==> config.mk <==
export PLATFORM = sky130hd
export DESIGN_NAME = irq_route_bank
export DESIGN_NICKNAME = d
export VERILOG_FILES = /design/src/rtl/irq_route_pkg.sv /design/src/rtl/irq_route_lane_pick.sv /design/src/rtl/irq_route_store.sv /design/src/rtl/irq_route_map.sv /design/src/rtl/irq_route_bank.sv
export SDC_FILE = /design/constraint.sdc
export NUM_CORES = 1
export LEC_CHECK = 0
export BUFFER_PORTS_ARGS = -buffer_cell sky130_fd_sc_hd__buf_2
export CORE_MARGIN = 2
export CORE_UTILIZATION = 49
export CTS_CLUSTER_SIZE = 12
export DETAILED_ROUTE_END_ITERATION = 12
export PLACE_DENSITY = 0.87
export SLEW_MARGIN = 30
export SYNTH_ARGS = -nofsm -noshare
export SYNTH_HDL_FRONTEND = slang
export SYNTH_HIERARCHICAL = 1
export SYNTH_SLANG_ARGS = --single-unit
==> constraint.sdc <==
create_clock -name clk -period 2 [get_ports clk]
set_input_delay 0.2 -clock clk [delete_from_list [all_inputs] [get_ports clk]]
set_output_delay 0.2 -clock clk [all_outputs]
set_load 0.02 [all_outputs]
==> src/rtl/irq_route_pkg.sv <==
// Package: shared constants and the byte-to-CPU reduction.
// Assumes at most 8 CPUs, so a CPU index fits in 3 bits.
package irq_route_pkg;

    localparam int CPU_IDX_W  = 3;
    localparam int PRIV_BYTES = 32;
    localparam int LANES      = 4;

    typedef logic [CPU_IDX_W-1:0] cpu_idx_t;

    // Lowest set bit among lanes below ncpu; CPU 0 when none is set.
    function automatic cpu_idx_t lowest_cpu(input logic [7:0] b, input int ncpu);
        cpu_idx_t r;
        r = '0;
        for (int k = 7; k >= 0; k--) begin
            if (k < ncpu && b[k]) r = cpu_idx_t'(k);
        end
        return r;
    endfunction

endpackage

==> src/rtl/irq_route_lane_pick.sv <==
// Reduces one byte of write data to a single CPU index.
// Purely combinational; assumes NUM_CPUS <= 8.
module irq_route_lane_pick #(
    parameter int NUM_CPUS = 8
) (
    input  logic [7:0]                  byte_in,
    output irq_route_pkg::cpu_idx_t     cpu_out
);
    // Pick the lowest usable set bit.
    always_comb cpu_out = irq_route_pkg::lowest_cpu(byte_in, NUM_CPUS);
endmodule

==> src/rtl/irq_route_store.sv <==
// Holds one CPU index per shared interrupt. A write replaces the four
// indices of the addressed word. Assumes wr_word is in range whenever
// wr_en is high.
module irq_route_store #(
    parameter int NUM_SHARED = 32,
    parameter int WORD_W     = 6
) (
    input  logic                                   clk,
    input  logic                                   rst_n,
    input  logic                                   wr_en,
    input  logic [WORD_W-1:0]                      wr_word,
    input  logic [4*irq_route_pkg::CPU_IDX_W-1:0]  wr_idx,
    output logic [NUM_SHARED*irq_route_pkg::CPU_IDX_W-1:0] tgt_flat
);
    localparam int IW = irq_route_pkg::CPU_IDX_W;

    for (genvar i = 0; i < NUM_SHARED; i++) begin : g_irq
        // Reset routes to CPU 0; a matching write loads this lane's index.
        always_ff @(posedge clk) begin
            if (!rst_n)
                tgt_flat[i*IW +: IW] <= '0;
            else if (wr_en && wr_word == WORD_W'(i/4))
                tgt_flat[i*IW +: IW] <= wr_idx[(i%4)*IW +: IW];
        end
    end
endmodule

==> src/rtl/irq_route_map.sv <==
// Expands the stored CPU indices into a per-CPU interrupt bitmap.
// Row c holds the interrupts routed to CPU c.
module irq_route_map #(
    parameter int NUM_CPUS   = 8,
    parameter int NUM_SHARED = 32
) (
    input  logic                                           clk,
    input  logic                                           rst_n,
    input  logic [NUM_SHARED*irq_route_pkg::CPU_IDX_W-1:0] tgt_flat,
    output logic [NUM_CPUS*NUM_SHARED-1:0]                 route_map
);
    localparam int IW = irq_route_pkg::CPU_IDX_W;

    for (genvar i = 0; i < NUM_SHARED; i++) begin : g_col
        logic [NUM_CPUS-1:0] col;
        for (genvar c = 0; c < NUM_CPUS; c++) begin : g_row
            // Decode: interrupt i belongs to CPU c.
            assign col[c] = (tgt_flat[i*IW +: IW] == IW'(c));
            assign route_map[c*NUM_SHARED + i] = col[c];
        end


        one_target_chk: assert property (@(posedge clk) disable iff (!rst_n)
            $countones(col) == 1);
    end
endmodule

==> src/rtl/irq_route_bank.sv <==
// Top of the shared interrupt target routing bank. It decodes word accesses,
// writes converted targets, answers reads one cycle later, pulses the update
// strobe and exports the routing bitmap. Assumes NUM_SHARED is a multiple
// of 4, NUM_CPUS <= 8, and 32+NUM_SHARED < 2**ADDR_W.
module irq_route_bank #(
    parameter int NUM_CPUS   = 8,
    parameter int NUM_SHARED = 32,
    parameter int ADDR_W     = 8
) (
    input  logic                           clk,
    input  logic                           rst_n,
    input  logic                           req_valid,
    input  logic                           req_write,
    input  logic [ADDR_W-1:0]              req_addr,
    input  logic [2:0]                     req_cpu,
    input  logic [31:0]                    req_wdata,
    output logic                           rsp_valid,
    output logic [31:0]                    rsp_rdata,
    output logic                           upd_strobe,
    output logic [NUM_CPUS*NUM_SHARED-1:0] route_map
);
    import irq_route_pkg::*;

    localparam int IW     = CPU_IDX_W;
    localparam int LIMIT  = PRIV_BYTES + NUM_SHARED;
    localparam int WORD_W = ADDR_W - 2;

    logic                     is_priv, is_shared, do_write;
    logic [WORD_W-1:0]        sh_word;
    logic [LANES*IW-1:0]      pick_idx;
    logic [NUM_SHARED*IW-1:0] tgt_flat;
    logic [31:0]              rd_comb;

    // Classify the offset and form the shared word index.
    always_comb begin
        is_priv   = ({1'b0, req_addr} < (ADDR_W+1)'(PRIV_BYTES));
        is_shared = !is_priv && ({1'b0, req_addr} < (ADDR_W+1)'(LIMIT));
        sh_word   = req_addr[ADDR_W-1:2] - WORD_W'(PRIV_BYTES/4);
        do_write  = req_valid && req_write && is_shared;
    end

    for (genvar l = 0; l < LANES; l++) begin : g_lane
        irq_route_lane_pick #(.NUM_CPUS(NUM_CPUS)) u_pick (
            .byte_in (req_wdata[l*8 +: 8]),
            .cpu_out (pick_idx[l*IW +: IW])
        );
    end

    irq_route_store #(.NUM_SHARED(NUM_SHARED), .WORD_W(WORD_W)) u_store (
        .clk      (clk),
        .rst_n    (rst_n),
        .wr_en    (do_write),
        .wr_word  (sh_word),
        .wr_idx   (pick_idx),
        .tgt_flat (tgt_flat)
    );

    irq_route_map #(.NUM_CPUS(NUM_CPUS), .NUM_SHARED(NUM_SHARED)) u_map (
        .clk       (clk),
        .rst_n     (rst_n),
        .tgt_flat  (tgt_flat),
        .route_map (route_map)
    );

    // Build read data: private repeats the requester, shared encodes targets.
    always_comb begin
        rd_comb = '0;
        if (is_priv) begin
            rd_comb = {4{8'(8'd1 << req_cpu)}};
        end else if (is_shared) begin
            for (int l = 0; l < LANES; l++) begin
                rd_comb[l*8 +: 8] =
                    8'(8'd1 << tgt_flat[(int'(sh_word)*LANES + l)*IW +: IW]);
            end
        end
    end

    // Register the response and the update strobe.
    always_ff @(posedge clk) begin
        if (!rst_n) begin
            rsp_valid  <= 1'b0;
            rsp_rdata  <= '0;
            upd_strobe <= 1'b0;
        end else begin
            rsp_valid  <= req_valid && !req_write;
            rsp_rdata  <= (req_valid && !req_write) ? rd_comb : '0;
            upd_strobe <= do_write;
        end
    end


    strobe_src_chk: assert property (@(posedge clk) disable iff (!rst_n)
        upd_strobe |-> $past(req_valid && req_write && is_shared));


    rsp_after_read_chk: assert property (@(posedge clk) disable iff (!rst_n)
        rsp_valid |-> $past(req_valid && !req_write));


    inert_write_chk: assert property (@(posedge clk) disable iff (!rst_n)
        (req_valid && req_write && !is_shared) |=> ($stable(route_map) && !upd_strobe));


    idle_rdata_chk: assert property (@(posedge clk) disable iff (!rst_n)
        !rsp_valid |-> (rsp_rdata == '0));
endmodule

# Yosys cells after proc, flatten, opt, wreduce, memory -nomap -nowiden
# Cells that the tools add are included.
# op_classes
n_addsub,4
multipliers,4
magnitude_cmp,2
eq_ne,231
shift,9
muxes,34
n_reduce_logical,48
# op_table
operator,count
$eq A3 B3 Y1 const B,128
$shiftx A96 B12 Y3,3
$eq A3 B2 Y1 const B,64
$eq A3 B1 Y1 const B,32
$logic_not A3 Y1,32
$mux W3,32
$shiftx A96 B11 Y3,1
$mux W32,2
$shl A1 B3 Y8 const A,5
$mul A9 B2 Y11 const B,3
$eq A6 B3 Y1 const B,4
$add A8 B2 Y9 const B,2
$eq A6 B2 Y1 const B,2
$logic_and A1 B1 Y1,12
$add A8 B1 Y9 const B,1
$lt A8 B6 Y1 const B,1
$lt A8 B7 Y1 const B,1
$mul A6 B2 Y8 const B,1
$eq A6 B1 Y1 const B,1
$logic_not A6 Y1,1
$sub A6 B4 Y6 const B,1
$logic_not A1 Y1,2
$reduce_and A2 Y1,1
# word_totals
reg_bits,130
input_bits,47
output_inout_bits,290
word_cells,367

# Logic depth before layout (Yosys ltp)
# logic_depth
ltp_word,8
depth_mapped,7
depth_no_buf,6

# By module
# Netlist, hierarchy kept.
# by_module_without_submodules
mod,instances,cells_each,area_per_inst_um2,seq_area_each_um2
irq_route_store,1,334,3505.9,1921.8
irq_route_map,1,256,2082.0,0.0
irq_route_bank,1,174,2000.7,680.7
irq_route_lane_pick,4,12,83.8,0.0

# Least setup slack after synthesis
# No wires, ideal clock.
# synth_timing
kind,in2reg
start,input port req_addr[3]
end,register rsp_rdata[10]
arrival_time_ns,1.557
t_required_ns,1.926
setup_slack_ns,0.369
path_stages,5
cell_sequence,buf_2 > mux4_1 > mux2_2 > nand2b_1 > o21ai_0
# synth_via
elab_chain_cells,7
# synth_lines
element,line,text
from (decl),irq_route_bank.sv:14,"input logic [ADDR_W-1:0] req_addr,"
$sub A6 B4 Y6,irq_route_bank.sv:38,sh_word = req_addr[ADDR_W-1:2] - WORD_W'(PRIV_BYTES/4);
$add A8 B1 Y9,irq_route_bank.sv:73,8'(8'd1 << tgt_flat[(int'(sh_word)*LANES + l)*IW +: IW]);
$mul A9 B2 Y11,irq_route_bank.sv:73,
$shiftx A96 B12 Y3,irq_route_bank.sv:73,
$shl A1 B3 Y8,irq_route_bank.sv:73,
$mux W32,irq_route_bank.sv:70,end else if (is_shared) begin
$mux W32 (*),irq_route_bank.sv:68,if (is_priv) begin
to (signal assigned),irq_route_bank.sv:86,rsp_rdata <= (req_valid && !req_write) ? rd_comb : '0;
to (decl),irq_route_bank.sv:18,"output logic [31:0] rsp_rdata,"
# Every way passes the cells marked *; elsewhere a longest branch is shown, timed or not.
# A chain may end at the register's enable or synchronous reset.

# Worst setup path in the final report
# layout_timing
start,register u_store/tgt_flat[74] in the netlist's numbering
end,register rsp_rdata[4]
# layout_via
elab_chain_cells,4
# layout_lines
element,line,text
from (decl),irq_route_store.sv:13,output logic [NUM_SHARED*irq_route_pkg::CPU_IDX_W-1:0] tgt_flat
"from (signal, indexed assignment)",irq_route_store.sv:23,tgt_flat[i*IW +: IW] <= wr_idx[(i%4)*IW +: IW];
$shiftx A96 B11 Y3,irq_route_bank.sv:73,
$shl A1 B3 Y8,irq_route_bank.sv:73,
$mux W32,irq_route_bank.sv:70,
$mux W32,irq_route_bank.sv:68,
# Every way passes these cells.

==> run summary <==
fin cells -> 1386
initial antenna violation count -> 0
Final Wtd Congestion -> 0.878
commonest cells after routing, fill and taps aside -> buf_2, dfxtp_1, nand2_1
Post-Synth Adder-Cell Area -> 0.158%
DR vias/cell -> 5.56
Hold/Removal Path Class -> primary input to register
First-pass DRT Iterations -> 7
startpoint types -> register
r2r setup slk -> 0.18 ns
post-detail-place hpwl -> 17600 um
DRC violations left -> 0
IO Pins -> 337
Int Power -> 4.83 mW
CTS Sinks -> 130
die height -> 131 um
Crit path arrival time -> 2.16 ns
vias in the first global route -> 7287
WS Path Type -> register to register
Post-synth ARST share -> 0%
Worst Tran Pin Value -> 0.636 ns
Starting DRT DRC Count -> 515
Worst Skew -> 0.00496 ns
Period minus WS final -> 1.82 ns
Comb power frac -> 5.1%
f_max -> 0.548 GHz
mapped cell area -> 0.00792 mm^2
sw power -> 1.30 mW
Final Util -> 66.2%
status -> complete, no violations
register bit total from synthesis -> 130
cell row count -> 46
Mapped Cells -> 812
period utilisation layout -> 91.2%
WP data required -> 2.34 ns
Critical Path Slowest Stage Cell -> mux4_2
relative slew slack -> 57.0%
commonest non-fill, non-tap cell in the layout -> buf_2
count of input and output buffers -> 334
pwr dens -> 586 mW/mm^2
die width -> 131 um
Main synth FF type -> dfxtp_1
largest family of logic cells by synthesized area -> simple AND/OR/NAND/NOR gates
max-cap viol count -> 0
syn_nets -> 860
Setup Buffers After CTS -> 0
Avg Inst Size Synth -> 9.76 um^2
CP Max Fanout -> 10
Post-Synth Simple-Gate Area -> 37.5%
via count -> 7703
clk_lat worst skew -> 0.42 ns
post_cts resized -> 0
crit path cell chain -> mux2i_1 -> mux4_2 -> or2_4 -> o31ai_1
part of the Yosys area used for sequential elements -> 32.8%
CP delay by family, top -> multiplexers
RSZ-0062 raised after global routing -> false
Final Net Count -> 1207
Pins Over Slew Limit -> 0
setup tns final -> 0 ns
Area growth syn-to-layout -> 32.2%
pin count of the biggest net entering global routing -> 110
Reg power frac -> 42.3%
placed cell count -> 1356
final setup margin -> 0.176 ns
CTS Buf Count -> 17
final setup fails -> 0
clock tree from TritonCTS -> yes
Core ar. -> 0.0158 mm^2
Clock power frac -> 52.6%
Reg clk slew, reported paths -> 0.05 ns
final-report hold violation count -> 0
worst vdd ir -> 0.000593 V
WL final -> 24300 um
EDFF count, synth -> 0
Synth Area in XOR/XNOR -> 0.111%
synth warn -> 6
Sw Ratio -> 21.2%
starting density of the core -> 50.1%
compound-gate portion of the synthesized area -> 4.66%
post-synthesis mux area share -> 21.7%
CP bufs+invs -> 0
CTS Buffer Depth -> 2
Die Footprint -> 0.0172 mm^2
H-tree level count -> 4
hold_buf cts -> 0
Root Driver -> clkbuf_16
first-pass GRT wire length -> 38300 um
Placement Setup Slack -> -0.0650 ns
gr usage total -> 27.5%
slowest stage delay, CP -> 0.57 ns
CP endpoint kind -> register
layout cells sized above 1 -> 47.4%
final antenna-violating net count -> 0
static leakage -> 5.79 nW
Distinct cells, synth -> 46
Ant. Diodes -> 0
drt wl/cell -> 17.6 um
total gr overflow -> 0
logic make-up (layout without fill, tap and decap cells):
| logic type | count (synthesis) | after routing |
|---|---|---|
| AND/OR/NAND/NOR | 446 | 446 |
| multiplexers | 142 | 142 |
| flip-flops | 130 | 130 |
| AO/OA/AOI/OAI | 53 | 53 |
| buffers and inverters | 39 | 397 |
| adder cells (fa/ha/maj) | 1 | 1 |
| XOR/XNOR | 1 | 1 |
area by class of cell:
class	instances	area, um^2
multi-input combinational	643	5080
inverter	12	45.0
tap	216	270
clock buffer	19	453
clock inverter	11	161
timing repair buffer	355	1870
sequential	130	2600
fill	1255	5350
registers in the layout (all words and copies together), names as in the netlist:
| register | cells |
|---|---|
| rsp_rdata | 32 |
| rsp_valid | 1 |
| u_store/tgt_flat | 96 |
| upd_strobe | 1 |
metal layers:
metal  routed length (um)  share of wire [%]  up-vias  global-route usage [%]
met5                    0                  0        -                       0
met2                12100                 50      318                    48.5
li1                     -                  -     3703                       -
met4                  379                1.6        0                    9.06
met1                10200                 42     3648                    33.2
met3                 1620                6.7       34                    6.44
per-stage QoR:
stage	instance area, um^2	hold WS, ns	power [mW]
after floorplan	7920	0.322	2.83
after global placement	9860	0.540	2.95
after detailed placement	9860	0.560	2.96
after CTS	10500	0.201	6.16
after global routing	10500	0.238	6.30
final	10500	0.221	6.14
power groups by stage:
| stage | Combinational [mW] | Clock (mW) | Sequential (mW) |
|---|---|---|---|
| 2_1_floorplan | 0.176 | 0 | 2.66 |
| 3_3_place_gp | 0.299 | 0 | 2.65 |
| 3_5_place_dp | 0.308 | 0 | 2.65 |
| 4_1_cts | 0.310 | 3.25 | 2.60 |
| 5_1_grt | 0.336 | 3.37 | 2.60 |
| 6_report | 0.312 | 3.23 | 2.60 |
worst reg2reg max path: cells and delay by family (launching register included):
kind | cells | cell delay [ns]
muxes | 2 | 0.71
DFF | 1 | 0.53
and+or+nand+nor | 1 | 0.28
AOI/OAI and AO/OA | 1 | 0.23
cells in the mapped netlist, drive strengths merged (2+ instances only):
library cell	n	area, um^2
nor2	16	70.1
o41ai	4	65.1
nand2	126	473
nand4	2	12.5
a31o	3	26.3
nor3b	103	778
clkbuf	12	55.1
and3	34	253
nor4	5	37.5
mux2i	114	1140
mux2	8	90.1
o21ai	28	140
inv	12	45.0
a211oi	4	50.1
dfxtp	130	2600
nand2b	8	50.1
nor4b	5	50.0
a21oi	8	40.0
nor3	36	180
and3b	97	970
or2	3	26.3
nand3	6	30.0
buf	15	144
mux4	20	488
o31ai	4	30.0
path summary, 6_finish.rpt:
path	endpoint	cells after the start	start
max	rsp_rdata[4]	4	u_store/tgt_flat[74]
max reg2reg	rsp_rdata[4]	4	u_store/tgt_flat[74]
min	rsp_rdata[23]	3	req_cpu[0]
min reg2reg	u_store/tgt_flat[15]	2	u_store/tgt_flat[15]
(Power assumes the default switching activity.)
